### config.mk
export PLATFORM = sky130hd
export DESIGN_NAME = hsync_timing_gen
export DESIGN_NICKNAME = d
export VERILOG_FILES = /design/src/rtl/hsg_pkg.sv /design/src/rtl/hsg_regs.sv /design/src/rtl/hsg_counters.sv /design/src/rtl/hsg_sync.sv /design/src/rtl/hsync_timing_gen.sv
export SDC_FILE = /design/constraint.sdc
export NUM_CORES = 1
export LEC_CHECK = 0
export BUFFER_PORTS_ARGS = -buffer_cell sky130_fd_sc_hd__buf_2
export CAP_MARGIN = 20
export CORE_ASPECT_RATIO = 0.75
export CORE_UTILIZATION = 41
export CTS_BUF_LIST = sky130_fd_sc_hd__clkbuf_8
export DETAILED_ROUTE_END_ITERATION = 16
export PLACE_DENSITY = 0.7
export SLEW_MARGIN = 20
export SYNTH_ARGS = -nofsm -noshare
export SYNTH_HDL_FRONTEND = slang
export SYNTH_SLANG_ARGS = --single-unit
export TNS_END_PERCENT = 100
### constraint.sdc
create_clock -name clk -period 5.8 [get_ports clk]
set_input_delay 0.58 -clock clk [delete_from_list [all_inputs] [get_ports clk]]
set_output_delay 0.58 -clock clk [all_outputs]
set_load 0.03 [all_outputs]
### src/rtl/hsg_pkg.sv
package hsg_pkg;
  localparam int DOTS_PER_CHAR = 8;
  localparam int DOT_W         = $clog2(DOTS_PER_CHAR);
  localparam int REG_W         = 16;
  localparam int WID_W         = 4;
  localparam int POS_W         = 8;
  localparam int WID_LSB       = 12;
  localparam int RSV_LSB       = POS_W;
  localparam int RSV_W         = WID_LSB - POS_W;

  localparam logic [WID_W-1:0] WID_RST = '0;
  localparam logic [POS_W-1:0] POS_RST = 8'h50;

  typedef struct packed {
    logic [WID_W-1:0] width;
    logic [POS_W-1:0] pos;
  } hs_cfg_t;

  localparam hs_cfg_t CFG_RST = '{width: WID_RST, pos: POS_RST};

  function automatic hs_cfg_t cfg_unpack(input logic [REG_W-1:0] word);
    hs_cfg_t c;
    c.width = word[WID_LSB +: WID_W];
    c.pos   = word[0 +: POS_W];
    return c;
  endfunction

  function automatic logic [REG_W-1:0] cfg_pack(input hs_cfg_t c);
    logic [REG_W-1:0] word;
    word = '0;
    word[WID_LSB +: WID_W] = c.width;
    word[0 +: POS_W]       = c.pos;
    return word;
  endfunction
endpackage

### src/rtl/hsg_regs.sv
module hsg_regs
  import hsg_pkg::*;
(
  input  logic             clk,
  input  logic             rst_n,
  input  logic             wr_en,
  input  logic [REG_W-1:0] wr_data,
  input  logic             line_end,
  output logic [REG_W-1:0] rd_data,
  output hs_cfg_t          act_cfg
);
  hs_cfg_t shadow_q;
  hs_cfg_t wr_cfg;
  logic    unused_rsv;

  assign wr_cfg     = cfg_unpack(wr_data);
  assign unused_rsv = ^wr_data[RSV_LSB +: RSV_W];

  always_ff @(posedge clk or negedge rst_n) begin
    if (!rst_n) shadow_q <= CFG_RST;
    else if (wr_en) shadow_q <= wr_cfg;
  end

  // a write on the last dot is forwarded so it still makes the next line
  always_ff @(posedge clk or negedge rst_n) begin
    if (!rst_n) act_cfg <= CFG_RST;
    else if (line_end) act_cfg <= wr_en ? wr_cfg : shadow_q;
  end

  assign rd_data = cfg_pack(shadow_q);
endmodule

### src/rtl/hsg_counters.sv
module hsg_counters
  import hsg_pkg::*;
#(
  parameter int CHAR_W = 8
) (
  input  logic              clk,
  input  logic              rst_n,
  input  logic [CHAR_W-1:0] line_total,
  output logic [DOT_W-1:0]  dot_cnt,
  output logic [CHAR_W-1:0] char_cnt,
  output logic              line_end
);
  localparam logic [DOT_W-1:0] DOT_LAST = DOT_W'(DOTS_PER_CHAR - 1);

  logic dot_last;

  assign dot_last = (dot_cnt == DOT_LAST);
  assign line_end = dot_last && (char_cnt >= line_total);

  always_ff @(posedge clk or negedge rst_n) begin
    if (!rst_n) dot_cnt <= '0;
    else if (dot_last) dot_cnt <= '0;
    else dot_cnt <= dot_cnt + 1'b1;
  end

  always_ff @(posedge clk or negedge rst_n) begin
    if (!rst_n) char_cnt <= '0;
    else if (line_end) char_cnt <= '0;
    else if (dot_last) char_cnt <= char_cnt + 1'b1;
  end
endmodule

### src/rtl/hsg_sync.sv
module hsg_sync
  import hsg_pkg::*;
#(
  parameter int CHAR_W = 8,
  parameter int N_OUT  = 2
) (
  input  logic              clk,
  input  logic              rst_n,
  input  hs_cfg_t           act_cfg,
  input  logic [CHAR_W-1:0] line_total,
  input  logic [CHAR_W-1:0] disp_width,
  input  logic [DOT_W-1:0]  dot_cnt,
  input  logic [CHAR_W-1:0] char_cnt,
  output logic [N_OUT-1:0]  sync_o,
  output logic              err_o
);
  localparam int SUM_W = ((CHAR_W > POS_W) ? CHAR_W : POS_W) + 2;
  localparam logic [DOT_W-1:0] PRE_DOT = DOT_W'(DOTS_PER_CHAR - 2);

  logic [SUM_W-1:0] pos_x, stop_x, char_x, total_x, disp_x;
  logic             at_start, at_stop, err_cond, err_next, sync_d;
  logic             err_q;

  assign pos_x   = SUM_W'(act_cfg.pos);
  assign stop_x  = pos_x + SUM_W'(act_cfg.width) + SUM_W'(1);
  assign char_x  = SUM_W'(char_cnt);
  assign total_x = SUM_W'(line_total);
  assign disp_x  = SUM_W'(disp_width);

  // edges are decoded one dot early so the registered output lands on time
  assign at_start = (dot_cnt == PRE_DOT) && (char_x == pos_x);
  assign at_stop  = (dot_cnt == PRE_DOT) && (char_x == stop_x);

  assign err_cond = (total_x < stop_x) || (pos_x < disp_x + SUM_W'(1));
  assign err_next = err_q || err_cond;

  always_ff @(posedge clk or negedge rst_n) begin
    if (!rst_n) err_q <= 1'b0;
    else err_q <= err_next;
  end

  always_comb begin
    if (err_next)      sync_d = 1'b0;
    else if (at_start) sync_d = 1'b1;
    else if (at_stop)  sync_d = 1'b0;
    else               sync_d = sync_o[0];
  end

  for (genvar g = 0; g < N_OUT; g++) begin : g_out
    always_ff @(posedge clk or negedge rst_n) begin
      if (!rst_n) sync_o[g] <= 1'b0;
      else sync_o[g] <= sync_d;
    end
  end

  assign err_o = err_q;
endmodule

### src/rtl/hsync_timing_gen.sv
module hsync_timing_gen
  import hsg_pkg::*;
#(
  parameter int CHAR_W = 8
) (
  input  logic              clk,
  input  logic              rst_n,
  input  logic              cfg_wr_en,
  input  logic [15:0]       cfg_wr_data,
  output logic [15:0]       cfg_rd_data,
  input  logic [CHAR_W-1:0] line_total_chars,
  input  logic [CHAR_W-1:0] disp_chars,
  output logic              line_clk_o,
  output logic              hsync_o,
  output logic              cfg_err_o
);
  hs_cfg_t           act_cfg;
  logic [DOT_W-1:0]  dot_cnt;
  logic [CHAR_W-1:0] char_cnt;
  logic              line_end;
  logic [1:0]        sync_pair;

  hsg_regs u_regs (
    .clk      (clk),
    .rst_n    (rst_n),
    .wr_en    (cfg_wr_en),
    .wr_data  (cfg_wr_data),
    .line_end (line_end),
    .rd_data  (cfg_rd_data),
    .act_cfg  (act_cfg)
  );

  hsg_counters #(.CHAR_W(CHAR_W)) u_cnt (
    .clk        (clk),
    .rst_n      (rst_n),
    .line_total (line_total_chars),
    .dot_cnt    (dot_cnt),
    .char_cnt   (char_cnt),
    .line_end   (line_end)
  );

  hsg_sync #(.CHAR_W(CHAR_W), .N_OUT(2)) u_sync (
    .clk        (clk),
    .rst_n      (rst_n),
    .act_cfg    (act_cfg),
    .line_total (line_total_chars),
    .disp_width (disp_chars),
    .dot_cnt    (dot_cnt),
    .char_cnt   (char_cnt),
    .sync_o     (sync_pair),
    .err_o      (cfg_err_o)
  );

  assign line_clk_o = sync_pair[0];
  assign hsync_o    = sync_pair[1];
endmodule

==> out/metrics.yaml <==
drt_iter0_drc: 90
worstPathArrival_ns: 3.97
timing.critical_path.buf_inv: 0
yosysWarnings: 0
ffs_latches_synth: 37
design.portCount: 54
gp_routability_congestion: 0.8191
nNetsFinal: 369
clock_path_buffers: 2
route.detailed.wl_per_inst_microns: 14.63
number_of_synthesized_flops_with_an_enable_pin: 0
worstSetupStartpointType: "flip-flop"
rsz0062_at_grt: "false"
synth_cell_type_count: 54
setup_viol: 0
cts.root.buffer_cell: "sky130_fd_sc_hd__clkbuf_8"
timing_max_transition_violations_final: 0
timing.critical_path.max_delay_family: "simple AND/OR/NAND/NOR gates"
mostFrequentLayoutCells: "sky130_fd_sc_hd__buf_2, sky130_fd_sc_hd__dfrtp_1, sky130_fd_sc_hd__ha_1, sky130_fd_sc_hd__mux2_2, sky130_fd_sc_hd__xnor2_1"
ff2ff_setup_slack_ns: 2.04
post_cts_setup_repair_buffer_count: 0
max_cap_viol_count: 0
clock_tree.htree_level_count: 2
die-area_sq_um: 6993
crit_path_max_incr_delay_ns: 0.53
route.detailed.drc: 0
die_height_microns: 72.67
postRouteWirelength_microns: 5605
n_fill_cell: 615
route.antenna.remaining_nets: 0
global_route.usage.total: 0.1762
finalCriticalPeriod_ns: 3.762
worst_pin_slew_ns: 0.8693
layout.cell_area.non_filler_sq_um: 3103
timing.setup.tns_ns: 0
portBuffers: 45
synthArstFlopShare: 1.000
die_w_microns: 96.23
fin_worst_skew_ns: 0.01391
synthFlopType: "sky130_fd_sc_hd__dfrtp_1"
rows: 25
critical-path-slowest-cell: "sky130_fd_sc_hd__or4b_1"
placed_cell_count: 375
largest_cells_by_area_after_synthesis: "sky130_fd_sc_hd__dfrtp_1, sky130_fd_sc_hd__ha_1, sky130_fd_sc_hd__mux2_2"
grt_antenna_before_repair: 0
insertion_delay_ns: 0.30
mostFrequentLayoutCell: "sky130_fd_sc_hd__buf_2"
post_drt_via_cell_ratio: 5.334
cp_data_required_time_ns: 6.01
post_route_cells_drive_above_1_share: 0.3046
placement.cell_area_sq_um: 2992
vias: 2043
vias_in_the_first_global_route: 1889
power_density_nw_per_um2: 582.6
synth.cell_area_sq_um: 2730
cts.sinks: 37
multi_input_area_sq_um: 1682
sequential_cell_area_sq_um: 930.9
vdd_drop_max_mv: 0.2287
slew_headroom: 0.4205
largest_net_degree_at_the_start_of_global_routing: 38
postCtsResizedCells: 0
grt_first_pass_wirelength_microns: 9287
clock.fmax_mhz: 265.8
syn_inst: 260
post-layout-total-power_uw: 1808
hold_fix_buffers_at_cts: 0
initial_utilization: 0.4278
drt_pre_antenna_iters: 4
synthToLayoutAreaGrowth_pct: 13.66
insertedDiodeCount: 0
core_area_sq_um: 6381
min_period_over_period: 0.6486
place_hpwl_microns: 4299
min_path_type: "primary input to async pin"
path_max_fanout: 4
timing_hold_violations_final: 0
synth_top_area_share: 0.3025
synthesis.area_per_instance_sq_um: 10.50
end_kind: "flip-flop"
run_status: "finished, final reports clean"
worstPathCellList: "ha_1, fa_1, xor2_1, nand2_2, nor3_2, a32o_1, nand2_1, xor2_1, ha_1, o21ai_0, a21oi_1, o211ai_1, or4b_1, a41oi_1"
part_of_the_yosys_area_used_for_sequential_elements: 0.3410
criticalPathCategory: "flip-flop to flip-flop"
grt_overflow_total: 0
power.static_leakage_uw: 0.001470
clk_pin_slew_ns: 0.08
layoutNonFillerInstCount: 383
clock_tree_from_tritoncts: "yes"
cts_buffers: 5
synth_top_cell_by_area: "sky130_fd_sc_hd__dfrtp_1"
## cell type report
class | instances | area share
clock buffer | 5 | 0.02218
clock inverter | 3 | 0.01371
inverter | 14 | 0.01694
multi-input combinational | 198 | 0.5419
sequential | 37 | 0.3000
tap | 81 | 0.03266
timing repair buffer | 45 | 0.07258
## power breakdown
group          switching, uW  total, uW  internal, uW
clock                   98.9        226           127
sequential               132        472           339
combinational            583       1110           527
## stage by stage
stage / setup slack, ns / hold WS [ns] / util
2_1_floorplan: 2.389 / 0.2844 / -
3_3_place_gp: 2.084 / 0.4432 / 0.4688
3_5_place_dp: 2.068 / 0.4656 / 0.4688
4_1_cts: 2.022 / 0.4193 / 0.4863
5_1_grt: 1.732 / 0.4590 / 0.4863
6_report: 2.038 / 0.3865 / 0.4863
## cell usage after synthesis, types with 5 or more instances
cell / instances
sky130_fd_sc_hd__nor2_1: 8
sky130_fd_sc_hd__dfrtp_1: 33
sky130_fd_sc_hd__buf_4: 5
sky130_fd_sc_hd__xnor2_1: 17
sky130_fd_sc_hd__inv_1: 14
sky130_fd_sc_hd__mux2_2: 25
sky130_fd_sc_hd__a21o_1: 10
sky130_fd_sc_hd__nand2_1: 14
sky130_fd_sc_hd__a21oi_1: 5
sky130_fd_sc_hd__xor2_1: 16
sky130_fd_sc_hd__ha_1: 32
sky130_fd_sc_hd__nand3_1: 9
## worst reg2reg max path, cell delays in order, from the launching register on
cell                       delay (ns)
sky130_fd_sc_hd__dfrtp_1         0.45
sky130_fd_sc_hd__ha_1            0.27
sky130_fd_sc_hd__fa_1            0.42
sky130_fd_sc_hd__xor2_1          0.34
sky130_fd_sc_hd__nand2_2         0.16
sky130_fd_sc_hd__nor3_2          0.32
sky130_fd_sc_hd__a32o_1          0.19
sky130_fd_sc_hd__nand2_1         0.09
sky130_fd_sc_hd__xor2_1          0.16
sky130_fd_sc_hd__ha_1            0.26
sky130_fd_sc_hd__o21ai_0         0.07
sky130_fd_sc_hd__a21oi_1         0.12
sky130_fd_sc_hd__o211ai_1        0.10
sky130_fd_sc_hd__or4b_1          0.53
sky130_fd_sc_hd__a41oi_1         0.18
## registers in the layout, indices dropped and copies added (netlist names)
signal	count
u_sync.err_o	1
u_cnt.dot_cnt	3
u_regs.act_cfg	12
u_regs.rd_data	12
u_sync.sync_o	1
u_cnt.char_cnt	8
## cells by family (layout without fill, tap and decap cells)
group,count (synthesis),count (layout),share of synthesized area
flops,37,37,0.3410
other cells,1,4,0.001374
mux,25,25,0.1031
buf+inv,28,67,0.04720
fa+ha+maj,33,33,0.1540
compound gates,45,45,0.1192
xor+xnor,35,35,0.1178
simple gates,56,56,0.1164
## layer usage
metal,vias up,GRT usage,part of all wire
met2,54,0.2482,0.41
met4,0,0.05307,0.011
met1,973,0.2680,0.53
li1,1008,-,-
met5,-,0,0
met3,8,0.03646,0.052
## path summary, 6_finish.rpt
path                                   start  cells after the start                end
max                        u_regs.act_cfg[0]                     14   u_sync.sync_o[0]
min                                    rst_n                      1  u_cnt.char_cnt[6]
max reg2reg                u_regs.act_cfg[0]                     14   u_sync.sync_o[0]
min reg2reg                 u_cnt.dot_cnt[0]                      1   u_cnt.dot_cnt[0]
max in group asynchronous              rst_n                      1  u_regs.rd_data[3]
min in group clk            u_cnt.dot_cnt[0]                      1   u_cnt.dot_cnt[0]
No activity file was read; power rests on OpenSTA's default activity.
